--- src/rtl/spi_fse_pkg.sv ---
package spi_fse_pkg;
  localparam int WORD_W   = 16;
  localparam int SIZE_W   = 4;
  localparam int LEN_W    = $clog2(WORD_W + 1);
  localparam int HALF_W   = LEN_W + 1;
  localparam int MIN_BITS = 4;

  // frame length from the size field, clamped to the legal minimum
  function automatic logic [LEN_W-1:0] frame_bits(input logic [SIZE_W-1:0] sz);
    logic [LEN_W-1:0] n;
    n = LEN_W'(sz) + LEN_W'(1);
    if (n < LEN_W'(MIN_BITS)) n = LEN_W'(MIN_BITS);
    return n;
  endfunction

  // move the low n bits of a word to the top for MSB-first shifting
  function automatic logic [WORD_W-1:0] left_align(input logic [WORD_W-1:0] w,
                                                   input logic [LEN_W-1:0] n);
    return w << (LEN_W'(WORD_W) - n);
  endfunction

  // index of the final half period of an n-bit frame
  function automatic logic [HALF_W-1:0] half_last(input logic [LEN_W-1:0] n);
    return {n, 1'b0} - HALF_W'(1);
  endfunction
endpackage

--- src/rtl/spi_fse_timer.sv ---
module spi_fse_timer
  import spi_fse_pkg::*;
(
  input  logic             clk,
  input  logic             rst_n,
  input  logic             start,
  input  logic             abort,
  input  logic             tick,
  input  logic [LEN_W-1:0] len_in,
  input  logic             cpha_in,
  input  logic             cpol_in,
  input  logic             cpol_live,
  output logic             active,
  output logic [LEN_W-1:0] len_q,
  output logic             sample_ev,
  output logic             shift_ev,
  output logic             last_sample,
  output logic             sclk
);
  logic [HALF_W-1:0] half;
  logic              cpha_q;
  logic              cpol_q;
  logic              lvl;
  logic              step;
  logic              final_ev;

  assign step        = active & tick & ~abort;
  assign sample_ev   = step & (half[0] == cpha_q);
  assign shift_ev    = step & (half[0] != cpha_q) & ~(cpha_q & (half == '0));
  assign final_ev    = step & (half == half_last(len_q));
  assign last_sample = sample_ev & (half[HALF_W-1:1] == (len_q - LEN_W'(1)));
  assign sclk        = active ? (cpol_q ^ lvl) : cpol_live;

  always_ff @(posedge clk or negedge rst_n) begin
    if (!rst_n) begin
      active <= 1'b0;
      half   <= '0;
      len_q  <= LEN_W'(MIN_BITS);
      cpha_q <= 1'b0;
      cpol_q <= 1'b0;
      lvl    <= 1'b0;
    end else if (abort) begin
      active <= 1'b0;
      half   <= '0;
      lvl    <= 1'b0;
    end else if (start) begin
      active <= 1'b1;
      half   <= '0;
      lvl    <= 1'b0;
      len_q  <= len_in;
      cpha_q <= cpha_in;
      cpol_q <= cpol_in;
    end else if (step) begin
      lvl  <= ~lvl;
      half <= half + HALF_W'(1);
      if (final_ev) begin
        active <= 1'b0;
        half   <= '0;
      end
    end
  end

  assert_clock_held_R10: assert property (@(posedge clk) disable iff (!rst_n)
    (active && !tick && !abort) |=> $stable(sclk));

  assert_half_bound_R1: assert property (@(posedge clk) disable iff (!rst_n)
    active |-> (half <= half_last(len_q)));

  assert_frame_ends_idle_R5: assert property (@(posedge clk) disable iff (!rst_n)
    final_ev |=> (!active && lvl == 1'b0));
endmodule

--- src/rtl/spi_fse_tx.sv ---
module spi_fse_tx
  import spi_fse_pkg::*;
(
  input  logic              clk,
  input  logic              rst_n,
  input  logic              load,
  input  logic [WORD_W-1:0] word,
  input  logic [LEN_W-1:0]  len,
  input  logic              shift,
  output logic              mosi
);
  logic [WORD_W-1:0] sreg;

  always_ff @(posedge clk or negedge rst_n) begin
    if (!rst_n)     sreg <= '0;
    else if (load)  sreg <= left_align(word, len);
    else if (shift) sreg <= {sreg[WORD_W-2:0], 1'b0};
  end

  assign mosi = sreg[WORD_W-1];

  assert_load_msb_R2: assert property (@(posedge clk) disable iff (!rst_n)
    load |=> (mosi == word[len - LEN_W'(1)]));
endmodule

--- src/rtl/spi_fse_rx.sv ---
module spi_fse_rx
  import spi_fse_pkg::*;
(
  input  logic              clk,
  input  logic              rst_n,
  input  logic              clear,
  input  logic              sample,
  input  logic              last,
  input  logic              in_bit,
  input  logic [LEN_W-1:0]  len,
  output logic              rx_valid,
  output logic [WORD_W-1:0] rx_data
);
  logic [WORD_W-2:0] cap;

  always_ff @(posedge clk or negedge rst_n) begin
    if (!rst_n)      cap <= '0;
    else if (clear)  cap <= '0;
    else if (sample) cap <= {cap[WORD_W-3:0], in_bit};
  end

  assign rx_valid = last;
  assign rx_data  = {cap, in_bit};

  assert_zero_extend_R8: assert property (@(posedge clk) disable iff (!rst_n)
    rx_valid |-> ((rx_data >> len) == '0));
endmodule

--- src/rtl/spi_frame_shifter.sv ---
module spi_frame_shifter
  import spi_fse_pkg::*;
(
  input  logic              clk,
  input  logic              rst_n,
  input  logic [SIZE_W-1:0] cfg_size,
  input  logic              cfg_phase,
  input  logic              cfg_pol,
  input  logic              cfg_en,
  input  logic              cfg_loop,
  input  logic              bit_tick,
  input  logic              tx_valid,
  input  logic [WORD_W-1:0] tx_data,
  output logic              tx_ready,
  output logic              rx_valid,
  output logic [WORD_W-1:0] rx_data,
  input  logic              miso,
  output logic              sclk,
  output logic              mosi,
  output logic              busy
);
  logic             active;
  logic [LEN_W-1:0] len_in;
  logic [LEN_W-1:0] len_q;
  logic             sample_ev;
  logic             shift_ev;
  logic             last_sample;
  logic             start;
  logic             rx_in;

  assign len_in   = frame_bits(cfg_size);
  assign start    = cfg_en & ~active & tx_valid;
  assign tx_ready = start;
  assign rx_in    = cfg_loop ? mosi : miso;
  assign busy     = active | tx_valid;

  spi_fse_timer u_timer (
    .clk         (clk),
    .rst_n       (rst_n),
    .start       (start),
    .abort       (~cfg_en),
    .tick        (bit_tick),
    .len_in      (len_in),
    .cpha_in     (cfg_phase),
    .cpol_in     (cfg_pol),
    .cpol_live   (cfg_pol),
    .active      (active),
    .len_q       (len_q),
    .sample_ev   (sample_ev),
    .shift_ev    (shift_ev),
    .last_sample (last_sample),
    .sclk        (sclk)
  );

  spi_fse_tx u_tx (
    .clk   (clk),
    .rst_n (rst_n),
    .load  (start),
    .word  (tx_data),
    .len   (len_in),
    .shift (shift_ev),
    .mosi  (mosi)
  );

  spi_fse_rx u_rx (
    .clk      (clk),
    .rst_n    (rst_n),
    .clear    (start),
    .sample   (sample_ev),
    .last     (last_sample),
    .in_bit   (rx_in),
    .len      (len_q),
    .rx_valid (rx_valid),
    .rx_data  (rx_data)
  );

  assert_accept_needs_enable_R6: assert property (@(posedge clk) disable iff (!rst_n)
    tx_ready |-> cfg_en);

  assert_silent_when_off_R6: assert property (@(posedge clk) disable iff (!rst_n)
    !cfg_en |-> !rx_valid);

  assert_busy_pending_R9: assert property (@(posedge clk) disable iff (!rst_n)
    tx_valid |-> busy);

  assert_busy_after_accept_R9: assert property (@(posedge clk) disable iff (!rst_n)
    tx_ready |=> busy);
endmodule

--- config.mk ---
export PLATFORM = sky130hd
export DESIGN_NAME = spi_frame_shifter
export DESIGN_NICKNAME = d
export VERILOG_FILES = /design/src/rtl/spi_fse_pkg.sv /design/src/rtl/spi_fse_timer.sv /design/src/rtl/spi_fse_tx.sv /design/src/rtl/spi_fse_rx.sv /design/src/rtl/spi_frame_shifter.sv
export SDC_FILE = /design/constraint.sdc
export NUM_CORES = 1
export LEC_CHECK = 0
export ABC_AREA = 1
export BUFFER_PORTS_ARGS = -buffer_cell sky130_fd_sc_hd__buf_2
export CAP_MARGIN = 20
export CORE_MARGIN = 1
export CORE_UTILIZATION = 55
export CTS_BUF_LIST = sky130_fd_sc_hd__clkbuf_16
export DETAILED_ROUTE_END_ITERATION = 8
export PLACE_DENSITY = 0.78
export SLEW_MARGIN = 20
export SYNTH_ARGS = -nofsm -noshare
export SYNTH_HDL_FRONTEND = slang
export SYNTH_HIERARCHICAL = 1
export SYNTH_SLANG_ARGS = --single-unit
--- constraint.sdc ---
create_clock -name clk -period 4 [get_ports clk]
set_input_delay 0.4 -clock clk [delete_from_list [all_inputs] [get_ports clk]]
set_output_delay 0.4 -clock clk [all_outputs]
set_load 0.005 [all_outputs]
# --- Yosys cells after proc, flatten, opt, wreduce, memory -nomap -nowiden ---
# Cells that the tools add are included.
# Widths: inputs -> output; s select.
word_totals:
  register_bits: 46
  out_inout_bits: 21
  wordCells: 59
op_classes:
  add_sub_neg: 5
  magnitude_cmp: 1
  n_eq_ne: 6
  n_shift: 1
  n_mux: 18
  n_bitwise: 15
  reduce_logical: 5
ops:
  columns: ["cell", "count"]
  rows:
  - ["$mux 16", 2]
  - ["$mux 15", 2]
  - ["$mux 6", 4]
  - ["$shl 16x5->16", 1]
  - ["$and 1x1->1", 10]
  - ["$mux 1", 9]
  - ["$add 6x1->6 const B", 1]
  - ["$eq 6x6->1", 1]
  - ["$logic_not 6->1", 1]
  - ["$ne 3x1->1 const B", 2]
  - ["$sub 6x1->6 const B", 1]
  - ["$add 4x1->5 const B", 1]
  - ["$eq 5x5->1", 1]
  - ["$lt 5x3->1 const B", 1]
  - ["$mux 5", 1]
  - ["$sub 5x1->5 const B", 1]
  - ["$sub 5x5->5 const A", 1]
  - ["$reduce_and 2->1", 2]
  - ["$reduce_bool 2->1", 2]
  - ["$not 1->1", 3]
  - ["$eq 1x1->1", 1]
  - ["$ne 1x1->1", 1]
  - ["$or 1x1->1", 1]
  - ["$xor 1x1->1", 1]

# --- Depth between registers and ports, before layout ---
logic_depth:
  depth_word: 7
  mapped_depth: 22
  ltp_nobuf: 18

# --- By module ---
# Netlist, hierarchy kept.
modules_own_cells:
  columns: ["module", "instances", "cells_each", "area_per_inst_um2", "seq_area_each_um2"]
  rows:
  - ["spi_fse_tx", 1, 251, 1536.5, 400.4]
  - ["spi_fse_timer", 1, 121, 937.1, 376.6]
  - ["spi_fse_rx", 1, 68, 628.1, 375.4]
  - ["spi_frame_shifter", 1, 20, 101.3, 0.0]

# --- Worst setup path before layout ---
# Ideal clock, no wire load.
synth_timing:
  path_kind: "input to register"
  start: "in cfg_size[0]"
  end: "reg u_tx.sreg[12]"
  setup_ns: 0.117
  arrival_time_ns: 2.550
  required_ns: 3.883
  path_slack_ns: 1.333
  stages: 21
  n_path_buf: 5
  path_cell_list: "ha_1 > nand2_1 > inv_1 > nor2_1 > nor2_1 > nor2_1 > buf_6 > inv_4 > buf_6 > buf_8 > ha_1 > clkbuf_2 > inv_1 > buf_4 > nand3_1 > nand3_1 > nand2_1 > nand2_1 > nand3_1 > nand2_1 > nand2_1"
synth_via:
  elab_chain_cells: 6
synth_rtl:
  columns: ["item", "line", "rtl"]
  rows:
  - ["start: declaration", "spi_frame_shifter.sv:6", "input logic [SIZE_W-1:0] cfg_size,"]
  - ["$add 4x1->5 (*)", "spi_fse_pkg.sv:11", "n = LEN_W'(sz) + LEN_W'(1);"]
  - ["$lt 5x3->1", "spi_fse_pkg.sv:12", "if (n < LEN_W'(MIN_BITS)) n = LEN_W'(MIN_BITS);"]
  - ["$mux 5 (*)", "spi_fse_pkg.sv:12", null]
  - ["net len_in[0]", "spi_frame_shifter.sv:23", "logic [LEN_W-1:0] len_in;"]
  - ["$sub 5x5->5 (*)", "spi_fse_pkg.sv:19", "return w << (LEN_W'(WORD_W) - n);"]
  - ["$shl 16x5->16 (*)", "spi_fse_pkg.sv:19", null]
  - ["$mux 16 (*)", "spi_fse_tx.sv:16", "else if (load) sreg <= left_align(word, len);"]
  - ["end signal: assignment", "spi_fse_tx.sv:16", null]
  - ["end signal: assignment", "spi_fse_tx.sv:17", "else if (shift) sreg <= {sreg[WORD_W-2:0], 1'b0};"]
  - ["end: declaration", "spi_fse_tx.sv:12", "logic [WORD_W-1:0] sreg;"]
# The timed path passes the listed nets; every way through them passes the cells marked *.
# A chain may end at the register's enable or synchronous reset.

# --- Worst setup path in the final report ---
layout_timing:
  start: "in cfg_size[0]"
  end: "reg u_tx.sreg[13]"
# Same word-level chain as after synthesis.

==> key figures <==
Route
  – DR WL/cell: about 12 um
  – Routed Antenna Nets: 0
  – Vias: 3002
  – Initial drt markers: 232
  – Drt pass-1 iters: 5
  – Vias/cell: approximately 5.2
  – Post-route DRC: 0
  – Final WL: around 7000 um

Global routing
  – First-pass GRT wire length: ~12000 um
  – Overflow after GRT: 0
  – Number of global-route vias before repair: roughly 2.7k
  – Global Route Usage Sum: between 20 and 25%
  – Largest net degree at the start of global routing: 47
  – Initial antenna violation count: 0

Logic synthesis
  – Async set-reset flop share out of synthesis: between 90% and 100%
  – Syn_nets: a little under 500
  – Synth Flop Type: dfrtp_1
  – Sequential area share after synthesis: roughly 36%
  – Post-synthesis register bit count: between 40 and 50
  – Cells after Synth: between 400 and 500
  – Mean post-synth cell area: ~7.0 um^2
  – Mapped cell area: 0.00320 mm^2
  – Post-synth cell types: 36
  – Ys Warns: 6
  – Number of flops mapped to enable cells by yosys: 0

Finish
  – Share of cells above drive strength 1: about 21%
  – Multi-input logic area: approximately 0.0018 mm^2
  – Most frequent cells in the layout: nand2_1 (171), nand3_1 (80), buf_2 (48)
  – Storage element area: 0.00115 mm^2
  – NumNets Final: roughly 530
  – Fillers: between 500 and 600
  – Area Growth Syn to Fin: 10.9%
  – Most common cell after layout, fill and taps aside: nand2_1
  – Ant diodes: 0

Floorplanning
  – Die area: approximately 0.0061 mm^2
  – Rows: 27
  – Die width: roughly 78 um
  – Initial Utilization: a little under three fifths
  – I/O pin count: 50
  – Core area: 0.00557 mm^2
  – Die Ht: roughly 78 um

Min path
  – HP Class: input pin to async pin

Timing
  – Slew Limit Headroom: slightly above 60%
  – Slew @ Worst Pin: around 0.57 ns
  – Fmax: between 300 and 400 MHz
  – PnR worst setup slack: 1.08 ns
  – Period utilization: approximately 73%
  – Final min period: a little under 3 ns
  – Final hold vios: 0
  – RSZ-0062 raised after global routing: false
  – Setup violators final: 0
  – Worst Skew: 0.00385 ns
  – TNS Setup: 0 ns
  – Slew Viols, Final: 0

CTS
  – CTS HTree Levels: 2
  – Worst-path clk slew: about 0.06 ns
  – Setup Fix Bufs, Post-CTS: 0
  – # clock sinks: between 40 and 50
  – CTS Hold Bufs: 0
  – Root Buffer: clkbuf_16
  – Max Buffers Root-to-Sink: 2
  – Worst-Skew Late Latency: 0.28 ns
  – CTS tree: built
  – Total CTS buffers: 5
  – Post-cts repair resize count: 0

Worst setup path
  – Reg2reg path depth: 10
  – Worst EP arrival: approximately 3 ns
  – FF-to-FF setup slack: 1.79 ns
  – Setup crit end kind: register
  – Startpoint type of the worst setup path: input pin
  – Worst r2r src: u_timer/half[0]
  – Crit Path Max Fanout: 20
  – Req. time, crit path: about 4.2 ns
  – Critical path class: input pin to register
  – Worst reg2reg path endpoint: u_tx/sreg[14]

Flow run
  – Max_cap viols: 0

Placement
  – Pre-CTS worst setup slack: around 0.83 ns
  – HPWL Detailed: between 5000 and 6000 um
  – Buffers on Ports: 49
  – Routability congestion estimate: 0.909

Pwr
  – Static leakage: roughly 2.0 nW
  – VDD IR-drop max: approximately 0.00025 V
  – Power per Cell Area: approximately 380 mW/mm^2

Run status
  – Status: finished clean
==> metal layers <==
layer / share of wire, % / vias to the layer above / track usage, %
li1: - / 1541 / -
met4: 1.1 / 0 / 7.04
met5: 0 / - / 0
met2: 51 / 60 / 41.4
met3: 3.5 / 10 / 3.60
met1: 45 / 1391 / 31.9
==> logic make-up (layout without fill, tap and decap cells) <==
logic type,after synthesis,in the layout,synth area share [%]
simple gates,322,322,46.2
fa+ha+maj,5,5,1.95
mux,5,5,1.76
compound gates,20,20,3.44
flops,46,46,36.0
xor+xnor,6,6,1.64
buf+inv,56,96,9.02
==> synthesized netlist by cell type, types with 5 or more instances <==
library cell,n,area share [%]
mux2_2,5,1.8
nor2_1,33,3.9
inv_2,5,0.59
or2_2,5,0.98
inv_1,30,3.5
buf_6,5,1.8
o21ai_0,6,0.94
nor2_2,6,1.2
dfrtp_1,45,35
nand2_1,171,20
nand3_1,80,12
ha_1,5,2.0
nand2_2,8,1.6
a31oi_1,5,0.98
a21oi_1,6,0.94
buf_4,5,1.2
buf_2,6,0.94
==> registers in the layout, summed over array words and instances (netlist names) <==
signal and flops:
u_tx/sreg 16, u_timer/half 6, u_timer/cpha_q 1, u_timer/cpol_q 1
u_timer/lvl 1, u_timer/active 1, u_rx/cap 15, u_timer/len_q 5
==> critical path, stage by stage <==
cell and delay [ns]:
buf_2 0.11, ha_1 0.20, nand2_1 0.08, inv_1 0.05
nor2_1 0.08, nor2_1 0.05, nor2_1 0.08, buf_4 0.22
inv_4 0.14, ha_1 0.52, inv_1 0.46, nand3_1 0.19
nand3_1 0.10, nand2_1 0.09, nand2_1 0.08, nand3_1 0.08
nand2_1 0.07, nand2_1 0.07
==> stage by stage <==
step	util [%]	hold WS, ns	std cells	power, mW	instance area (um^2)
global placement	61.2	0.451	564	0.947	3410
detailed placement	61.2	0.453	564	0.959	3410
finish	63.7	0.117	572	1.35	3550
global route	63.7	0.161	572	1.44	3550
floorplan	-	0.104	460	0.875	3200
CTS	63.7	0.316	572	1.35	3550
==> power breakdown <==
| group | switching, mW | internal [mW] |
|---|---|---|
| logic | 0.244 | 0.146 |
| clock network | 0.163 | 0.228 |
| registers | 0.0412 | 0.525 |
==> layout make-up <==
type | instances | area share [%]
clock buffer | 5 | 3.52
multi-input combinational | 358 | 49.6
timing repair buffer | 52 | 7.61
clock inverter | 3 | 0.458
tap | 72 | 2.54
sequential | 46 | 32.4
inverter | 36 | 3.87
==> how the worst max path moves through the flow <==
stage | start | endpoint | cells after the start
floorplan | cfg_size[0] | u_tx/sreg[12] | 21
global placement | cfg_size[0] | u_tx/sreg[13] | 18
detailed placement | cfg_size[0] | u_tx/sreg[13] | 18
CTS | cfg_size[0] | u_tx/sreg[13] | 18
global route | cfg_size[0] | u_tx/sreg[10] | 18
finish | cfg_size[0] | u_tx/sreg[13] | 18
Power figures use the tool's default switching activity.
